--- src/rtl/ratio_det_pkg.sv ---
package ratio_det_pkg;

  localparam int NUM_RATIOS = 4;
  localparam int RATIO_UNIT = 128;

  typedef enum logic [1:0] {
    RATIO_256 = 2'b00,
    RATIO_384 = 2'b01,
    RATIO_512 = 2'b10,
    RATIO_768 = 2'b11
  } ratio_e;

  // Nominal cycles per word-select period for each code, as multiples of 128.
  function automatic int nominal_of(input int idx);
    case (idx)
      0:       nominal_of = 2 * RATIO_UNIT;
      1:       nominal_of = 3 * RATIO_UNIT;
      2:       nominal_of = 4 * RATIO_UNIT;
      default: nominal_of = 6 * RATIO_UNIT;
    endcase
  endfunction

endpackage

--- src/rtl/ws_sync_edge.sv ---
module ws_sync_edge #(
  parameter int SYNC_STAGES = 2
) (
  input  logic clk,
  input  logic rst_n,
  input  logic ws_async,
  output logic ws_rise
);

  logic [SYNC_STAGES-1:0] sync_q;
  logic [SYNC_STAGES-1:0] sync_d;
  logic                   hist_q;
  logic                   hist_d;

  always_comb begin
    sync_d = {sync_q[SYNC_STAGES-2:0], ws_async};
    hist_d = sync_q[SYNC_STAGES-1];
  end

  always_ff @(posedge clk or negedge rst_n) begin
    if (!rst_n) begin
      sync_q <= '0;
      hist_q <= 1'b0;
    end else begin
      sync_q <= sync_d;
      hist_q <= hist_d;
    end
  end

  assign ws_rise = sync_q[SYNC_STAGES-1] & ~hist_q;

endmodule

--- src/rtl/ws_period_counter.sv ---
module ws_period_counter #(
  parameter int CNT_W = 11
) (
  input  logic             clk,
  input  logic             rst_n,
  input  logic             edge_seen,
  output logic             meas_valid,
  output logic [CNT_W-1:0] meas_count
);

  localparam logic [CNT_W-1:0] CNT_MAX = '1;

  logic [CNT_W-1:0] cnt_q, cnt_d;
  logic             armed_q, armed_d;

  always_comb begin
    cnt_d   = cnt_q;
    armed_d = armed_q;
    if (edge_seen) begin
      cnt_d   = CNT_W'(1);
      armed_d = 1'b1;
    end else if (cnt_q != CNT_MAX) begin
      cnt_d = cnt_q + CNT_W'(1);
    end
  end

  always_ff @(posedge clk or negedge rst_n) begin
    if (!rst_n) begin
      cnt_q   <= '0;
      armed_q <= 1'b0;
    end else begin
      cnt_q   <= cnt_d;
      armed_q <= armed_d;
    end
  end

  assign meas_valid = edge_seen & armed_q;
  assign meas_count = cnt_q;

endmodule

--- src/rtl/ratio_window_match.sv ---
module ratio_window_match
  import ratio_det_pkg::*;
#(
  parameter int CNT_W = 11,
  parameter int TOL   = 2
) (
  input  logic [CNT_W-1:0] meas_count,
  output logic             any_hit,
  output ratio_e           hit_code
);

  logic [NUM_RATIOS-1:0] hit;

  for (genvar i = 0; i < NUM_RATIOS; i++) begin : g_win
    localparam int NOM = nominal_of(i);
    localparam logic [CNT_W-1:0] LO = CNT_W'(NOM - TOL);
    localparam logic [CNT_W-1:0] HI = CNT_W'(NOM + TOL);
    assign hit[i] = (meas_count >= LO) && (meas_count <= HI);
  end

  always_comb begin
    hit_code = RATIO_256;
    for (int i = NUM_RATIOS - 1; i >= 0; i--) begin
      if (hit[i]) hit_code = ratio_e'(i);
    end
  end

  assign any_hit = |hit;

endmodule

--- src/rtl/sysclk_ratio_detect.sv ---
module sysclk_ratio_detect
  import ratio_det_pkg::*;
#(
  parameter int TOL         = 2,
  parameter int SYNC_STAGES = 2,
  parameter int CNT_W       = $clog2(nominal_of(NUM_RATIOS - 1) + TOL + 1) + 1
) (
  input  logic       clk,
  input  logic       rst_n,
  input  logic       ws_in,
  input  logic       master_mode,
  output logic [1:0] ratio_code,
  output logic       locked,
  output logic       ratio_err,
  output logic       low_rate_only
);

  logic             ws_rise;
  logic             meas_valid;
  logic [CNT_W-1:0] meas_count;
  logic             any_hit;
  ratio_e           hit_code;

  ws_sync_edge #(.SYNC_STAGES(SYNC_STAGES)) u_sync (
    .clk      (clk),
    .rst_n    (rst_n),
    .ws_async (ws_in),
    .ws_rise  (ws_rise)
  );

  ws_period_counter #(.CNT_W(CNT_W)) u_count (
    .clk        (clk),
    .rst_n      (rst_n),
    .edge_seen  (ws_rise),
    .meas_valid (meas_valid),
    .meas_count (meas_count)
  );

  ratio_window_match #(.CNT_W(CNT_W), .TOL(TOL)) u_match (
    .meas_count (meas_count),
    .any_hit    (any_hit),
    .hit_code   (hit_code)
  );

  // Lock sequencer state
  ratio_e prev_q, prev_d;
  logic   have_q, have_d;
  logic   lock_q, lock_d;
  logic   err_q,  err_d;

  always_comb begin
    prev_d = prev_q;
    have_d = have_q;
    lock_d = lock_q;
    err_d  = err_q;
    if (master_mode) begin
      prev_d = RATIO_256;
      have_d = 1'b0;
      lock_d = 1'b0;
      err_d  = 1'b0;
    end else if (meas_valid) begin
      if (!any_hit) begin
        have_d = 1'b0;
        lock_d = 1'b0;
        err_d  = 1'b1;
      end else begin
        lock_d = have_q && (hit_code == prev_q);
        prev_d = hit_code;
        have_d = 1'b1;
        err_d  = 1'b0;
      end
    end
  end

  always_ff @(posedge clk or negedge rst_n) begin
    if (!rst_n) begin
      prev_q <= RATIO_256;
      have_q <= 1'b0;
      lock_q <= 1'b0;
      err_q  <= 1'b0;
    end else begin
      prev_q <= prev_d;
      have_q <= have_d;
      lock_q <= lock_d;
      err_q  <= err_d;
    end
  end

  assign ratio_code    = master_mode ? RATIO_256 : prev_q;
  assign locked        = master_mode | lock_q;
  assign ratio_err     = ~master_mode & err_q;
  assign low_rate_only = ~master_mode & lock_q & (prev_q == RATIO_768);

endmodule

--- config.mk ---
export PLATFORM = sky130hd
export DESIGN_NAME = sysclk_ratio_detect
export DESIGN_NICKNAME = d
export VERILOG_FILES = /design/src/rtl/ratio_det_pkg.sv /design/src/rtl/ws_sync_edge.sv /design/src/rtl/ws_period_counter.sv /design/src/rtl/ratio_window_match.sv /design/src/rtl/sysclk_ratio_detect.sv
export SDC_FILE = /design/constraint.sdc
export NUM_CORES = 1
export LEC_CHECK = 0
export CAP_MARGIN = 20
export CORE_MARGIN = 3
export CORE_UTILIZATION = 55
export CTS_BUF_LIST = sky130_fd_sc_hd__clkbuf_4 sky130_fd_sc_hd__clkbuf_8
export DETAILED_ROUTE_END_ITERATION = 7
export DONT_BUFFER_PORTS = 1
export GPL_TIMING_DRIVEN = 1
export MAX_ROUTING_LAYER = met4
export PLACE_DENSITY = 0.66
export SYNTH_ARGS = -nofsm -noshare
export SYNTH_HDL_FRONTEND = slang
export SYNTH_HIERARCHICAL = 1
export SYNTH_SLANG_ARGS = --single-unit
--- constraint.sdc ---
create_clock -name clk -period 2.89 [get_ports clk]
set_input_delay 0.578 -clock clk [delete_from_list [all_inputs] [get_ports clk]]
set_output_delay 0.578 -clock clk [all_outputs]
set_load 0.01 [all_outputs]
* Yosys cells after proc, flatten, opt, wreduce, memory -nomap -nowiden
Cells that the tools add are included.
** Cells by class
- $add $sub $neg :: 1
- Bitwise gates (word level) :: 8
- Equality and inequality tests :: 3
- $lt $le $gt $ge :: 8
- Multiplexer cells :: 19
- Reduce and logical (&&, ||, !) cells :: 10
** Operators with widths (count)
- $ge 11x9->1 const B :: 2
- $le 11x10->1 const B :: 2
- $le 11x9->1 const B :: 2
- $mux 11 :: 2
- $mux 2 :: 8
- $add 11x1->11 const B :: 1
- $ge 11x10->1 const B :: 1
- $ge 11x8->1 const B :: 1
- $ne 11x11->1 const B :: 1
- $mux 1 :: 9
- $reduce_bool 2->1 :: 3
- $and 1x1->1 :: 5
- $logic_and 1x1->1 :: 5
- $reduce_or 4->1 :: 1
- $eq 2x2->1 :: 1
- $eq 2x2->1 const B :: 1
- $not 1->1 :: 2
- $reduce_and 2->1 :: 1
- $or 1x1->1 :: 1
** Word-level totals
- Register bits after elaboration :: 20
- Input bits :: 4

* Logic depth before layout (Yosys ltp)
- Depth in word-level cells :: 11
- Depth in mapped cells :: 6
- Mapped depth without buffers :: 5

* By module
Netlist, hierarchy kept.
** Modules (own cells, without submodules)
- ws_period_counter :: instances 1, area an instance 643.1 µm², cells an instance 63
- sysclk_ratio_detect :: instances 1, area an instance 292.8 µm², cells an instance 28
- ratio_window_match :: instances 1, area an instance 157.7 µm², cells an instance 21
- ws_sync_edge :: instances 1, area an instance 88.8 µm², cells an instance 4

* Least setup slack after synthesis
No wires, ideal clock.
- Kind :: input -> output
- Start point :: input master_mode
- End point :: output low_rate_only
- Path buffers :: 1
- Path slack :: 1.192 ns
- Data required time :: 2.312 ns
- Arrival :: 1.120 ns
- Cell stages on the path :: 3
- Cells stage by stage :: buf_6 and2b_2 and3_1
** On the way
- Cells in the longest elaborated chain, start to end :: 3
** Ends and longest elaborated chain
- from (decl) :: RTL line sysclk_ratio_detect.sv:11 : input logic master_mode,
- $not 1->1 :: RTL line sysclk_ratio_detect.sv:92 : assign low_rate_only = ~master_mode & lock_q & (prev_q == RATIO_768);
- $and 1x1->1 (2 in a row) :: RTL line sysclk_ratio_detect.sv:92
- to (decl) :: RTL line sysclk_ratio_detect.sv:15 : output logic low_rate_only
No other way between the ends.

* Final worst setup path
- Start point :: register prev_q[0]
- End point :: output low_rate_only
** On the way
- Cells in the longest elaborated chain, start to end :: 2
** Ends and longest elaborated chain
- from (decl) :: RTL line sysclk_ratio_detect.sv:46 : ratio_e prev_q, prev_d;
- from (signal assigned) :: RTL line sysclk_ratio_detect.sv:82 : prev_q <= prev_d;
- $eq 2x2->1 :: RTL line sysclk_ratio_detect.sv:92
- $and 1x1->1 :: RTL line sysclk_ratio_detect.sv:92
No other way between the ends.

==> run summary <==
The height of the die is 52.4 um. The number of buffers inserted by post-CTS setup repair came out at 0. The routed wire length came out at 2200 um.

The synthesized instance count is 116. Row generation in the floorplan step produced 16 rows. The final route contains 902 vias.

The initial utilization of the core area, before any placement, comes to 0.591. The number of failing hold endpoints at the final stage is 0. In the final timing run, aggregate negative setup slack is 0 ns. The worst setup path is launched from a flop.

The power density normalized to cell area is 548 nW/um^2. For this run, the total global-route usage over all layers was measured as 0.189. After clock tree synthesis, the clock-pin slew on the worst setup and hold paths is 0.11 ns. The longest clock path from root to sink contains 2 buffers. The largest net degree at the start of global routing came out at 21. The cell area that synthesis handed to floorplanning was 1180 um^2. The final setup violation count came out at 0. Traced cell by cell, the critical path runs through and2b_2, and3_1. The wire length of the first global-routing pass came out at 3750 um. The last weighted congestion value of the routability-driven placer came out at 0.778. The clock sink total is 20. The via density per instance is 6.35. Counting flops with a built-in enable in the synthesized netlist gives 0. The total DRC errors in the routed layout is 0.

The number of max-cap violations came out at 0. The repair_antennas step left the layout with diodes totalling 0. Measured on the finished design, the core utilization comes to 0.618. The number of input and output port buffers inserted came out at 0. The largest fanout on the critical path came out at 3. The total of flip-flops plus latches after synthesis is 20.

Among all flip-flop cells after synthesis, the most frequent one is dfrtp_1. Once layout is done, the placed cells without fillers occupy 1240 um^2. The critical path is of the reg2out type. The initial antenna violation count is 0. The full die area is 2740 um^2. 9 I/O pins were placed. The worst hold path belongs to the class in2reg.

The nature of the critical path endpoint is an output port. The share of the yosys chip area belonging to registers came out at 0.423. CTS placed an instance of clkbuf_4 at the clock tree root. Setup repair after global routing left no endpoint under its margin. After synthesis, the netlist uses 43 different library cells. For the finished layout, the period the worst path requires is 1.75 ns. The area of the placeable core is 2000 um^2. The slowest stage of the critical path belongs to the cell dfrtp_1. TritonCTS built the clock tree.

The number of DRC markers in iteration 0 is 24. The number of cells upsized or downsized after cts came out at 0. The maximum operating frequency is 570 MHz.

The total leakage power came out at 0.526 nW. Measured against its own limit, the worst slew margin works out to 0.387. The instance area at placement came out at 1170 um^2.

The flow ran to the end, and the final reports show no timing, DRC or antenna violations. The final number of max-transition violations came out at 0. The via count of the first global-routing pass was 832. The count of antenna-violating nets left after detailed routing came out at 0.

The number of buffers inserted during clock tree synthesis is 3. The horizontal die dimension is 52.4 um. The layout-stage area growth over the synthesis result is 4.66%. The synthesized net count is 121. The detailed placer's ending HPWL is 1470 um. The number of nets in the layout came out at 121. The clock latency of the later-clocked register in the worst-skew pair is 0.30 ns. The synthesized area per cell is 10.2 um^2. The share of synthesized registers carrying an async set or reset came out at 1.00. For the worst setup path, the data required time is 2.31 ns. In this design, the stage delay of the slowest critical-path cell is 0.42 ns. The fraction of final layout cells sized beyond drive strength 1 is 0.130. The worst-case IR drop observed on VDD is 0.372 mV. The slew at the pin closest to its max-slew limit is 0.917 ns. The number of warning messages in the yosys log came out at 6. STA puts the critical path data arrival time at 1.18 ns. The clock skew after layout is 0.000869 ns.

The wire length per cell after detailed routing is 15.5 um. The total overflow left after global routing is 0. The pre-antenna-repair detailed-routing pass consisted of 4 iterations. The maximum level of the CTS H-tree is 1.

The share of the clock period used by the worst path after layout is 0.607.
-- cell type report --
class / instances / area [um^2]
fill: 172 / 764
multi-input combinational: 88 / 633
sequential: 20 / 500
tap: 27 / 33.8
clock inverter: 1 / 30.0
clock buffer: 3 / 22.5
timing repair buffer: 1 / 10.0
inverter: 2 / 7.51
-- registers in the layout, indices dropped and copies added, names as in the netlist --
name / count
err_q: 1
have_q: 1
lock_q: 1
prev_q: 2
u_count/armed_q: 1
u_count/meas_count: 11
u_sync/hist_q: 1
u_sync/sync_q: 2
-- cell usage in the layout (no fill, tap or decap), types with 3 or more instances in the layout --
cell type,synthesis,routed
a21oi_1,7,7
mux2i_1,3,3
nor3b_1,4,4
a31oi_1,3,3
and3_1,5,5
clkbuf_4,0,3
nand2b_1,5,5
nor2b_1,3,3
nor2_1,4,4
o2111ai_1,3,3
dfrtp_1,20,20
and2b_2,3,3
a211oi_1,3,3
nand3_1,6,6
xor2_1,3,3
nand2_1,5,5
-- worst max-delay path: cells and delay by family (launching register included) --
family	cells	cell delay, ns
DFF	1	0.42
and+or+nand+nor	2	0.46
-- what timing repair did --
action,4_1_cts,5_1_grt
hold buffers,1,0
endpoints found under the hold margin,20,0
setup endpoints to repair,0,0
-- synth_stat cells (all sizes together), types with 2 or more instances --
cell / number / share of area
a211oi: 4 / 0.030
nand2: 5 / 0.016
o21bai: 2 / 0.013
xor2: 3 / 0.022
nor4: 2 / 0.011
o31a: 2 / 0.015
nand4b: 2 / 0.015
nor3b: 4 / 0.025
dfrtp: 20 / 0.42
nor2: 4 / 0.013
or2: 2 / 0.011
a311oi: 2 / 0.020
inv: 2 / 0.0064
nand3: 6 / 0.025
and3: 5 / 0.026
nor3: 2 / 0.013
nand2b: 5 / 0.026
a21oi: 7 / 0.030
and4: 2 / 0.015
a31oi: 3 / 0.016
buf: 5 / 0.032
o2111ai: 3 / 0.022
a21bo: 2 / 0.017
mux2i: 3 / 0.025
nor2b: 4 / 0.028
and2b: 4 / 0.029
-- cells by family (layout without fill, tap and decap cells) --
kind of cell	count (synthesis)	in the layout	synth area share
muxes	4	4	0.0349
AOI/OAI and AO/OA	29	29	0.189
adders and majority gates	1	1	0.0106
buffers and inverters	8	7	0.0413
and+or+nand+nor	51	51	0.278
DFF	20	20	0.423
xor gates and xnor gates	3	3	0.0222
-- power breakdown --
group | switching [mW] | internal (mW) | leakage (nW)
Sequential | 0.0498 | 0.306 | 0.260
Combinational | 0.0538 | 0.0419 | 0.239
Clock | 0.0858 | 0.140 | 0.0279
Total | 0.190 | 0.488 | 0.526
-- worst paths after layout --
path                       slack, ns             startpoint                     to  cells after the start
setup / recovery                1.14              prev_q[0]          low_rate_only                      2
max in group asynchronous       1.49                  rst_n  u_count/meas_count[1]                      1
hold / removal                  0.29                  ws_in       u_sync/sync_q[0]                      0
setup reg to reg                1.19  u_count/meas_count[3]                 lock_q                      5
hold reg to reg                 0.37       u_sync/sync_q[0]       u_sync/sync_q[1]                      0
min in group asynchronous       0.85                  rst_n                  err_q                      1
-- metal layers --
| layer | vias up | GRT usage | part of all wire |
|---|---|---|---|
| met3 | 2 | 0.0342 | 0.056 |
| met4 | 0 | 0.0766 | 0.0041 |
| met1 | 434 | 0.249 | 0.47 |
| li1 | 435 | - | - |
| met2 | 31 | 0.287 | 0.47 |
| met5 | - | - | 0 |
-- per-stage QoR --
step | hold WS (ns) | instances | power, mW | setup WS [ns]
2_1_floorplan | 0.282 | 116 | 0.427 | 1.19
3_3_place_gp | 0.283 | 137 | 0.450 | 1.23
3_5_place_dp | 0.283 | 137 | 0.450 | 1.22
4_1_cts | 0.277 | 142 | 0.686 | 1.12
5_1_grt | 0.267 | 142 | 0.718 | 1.04
6_report | 0.294 | 142 | 0.678 | 1.14
(Power assumes the default switching activity.)
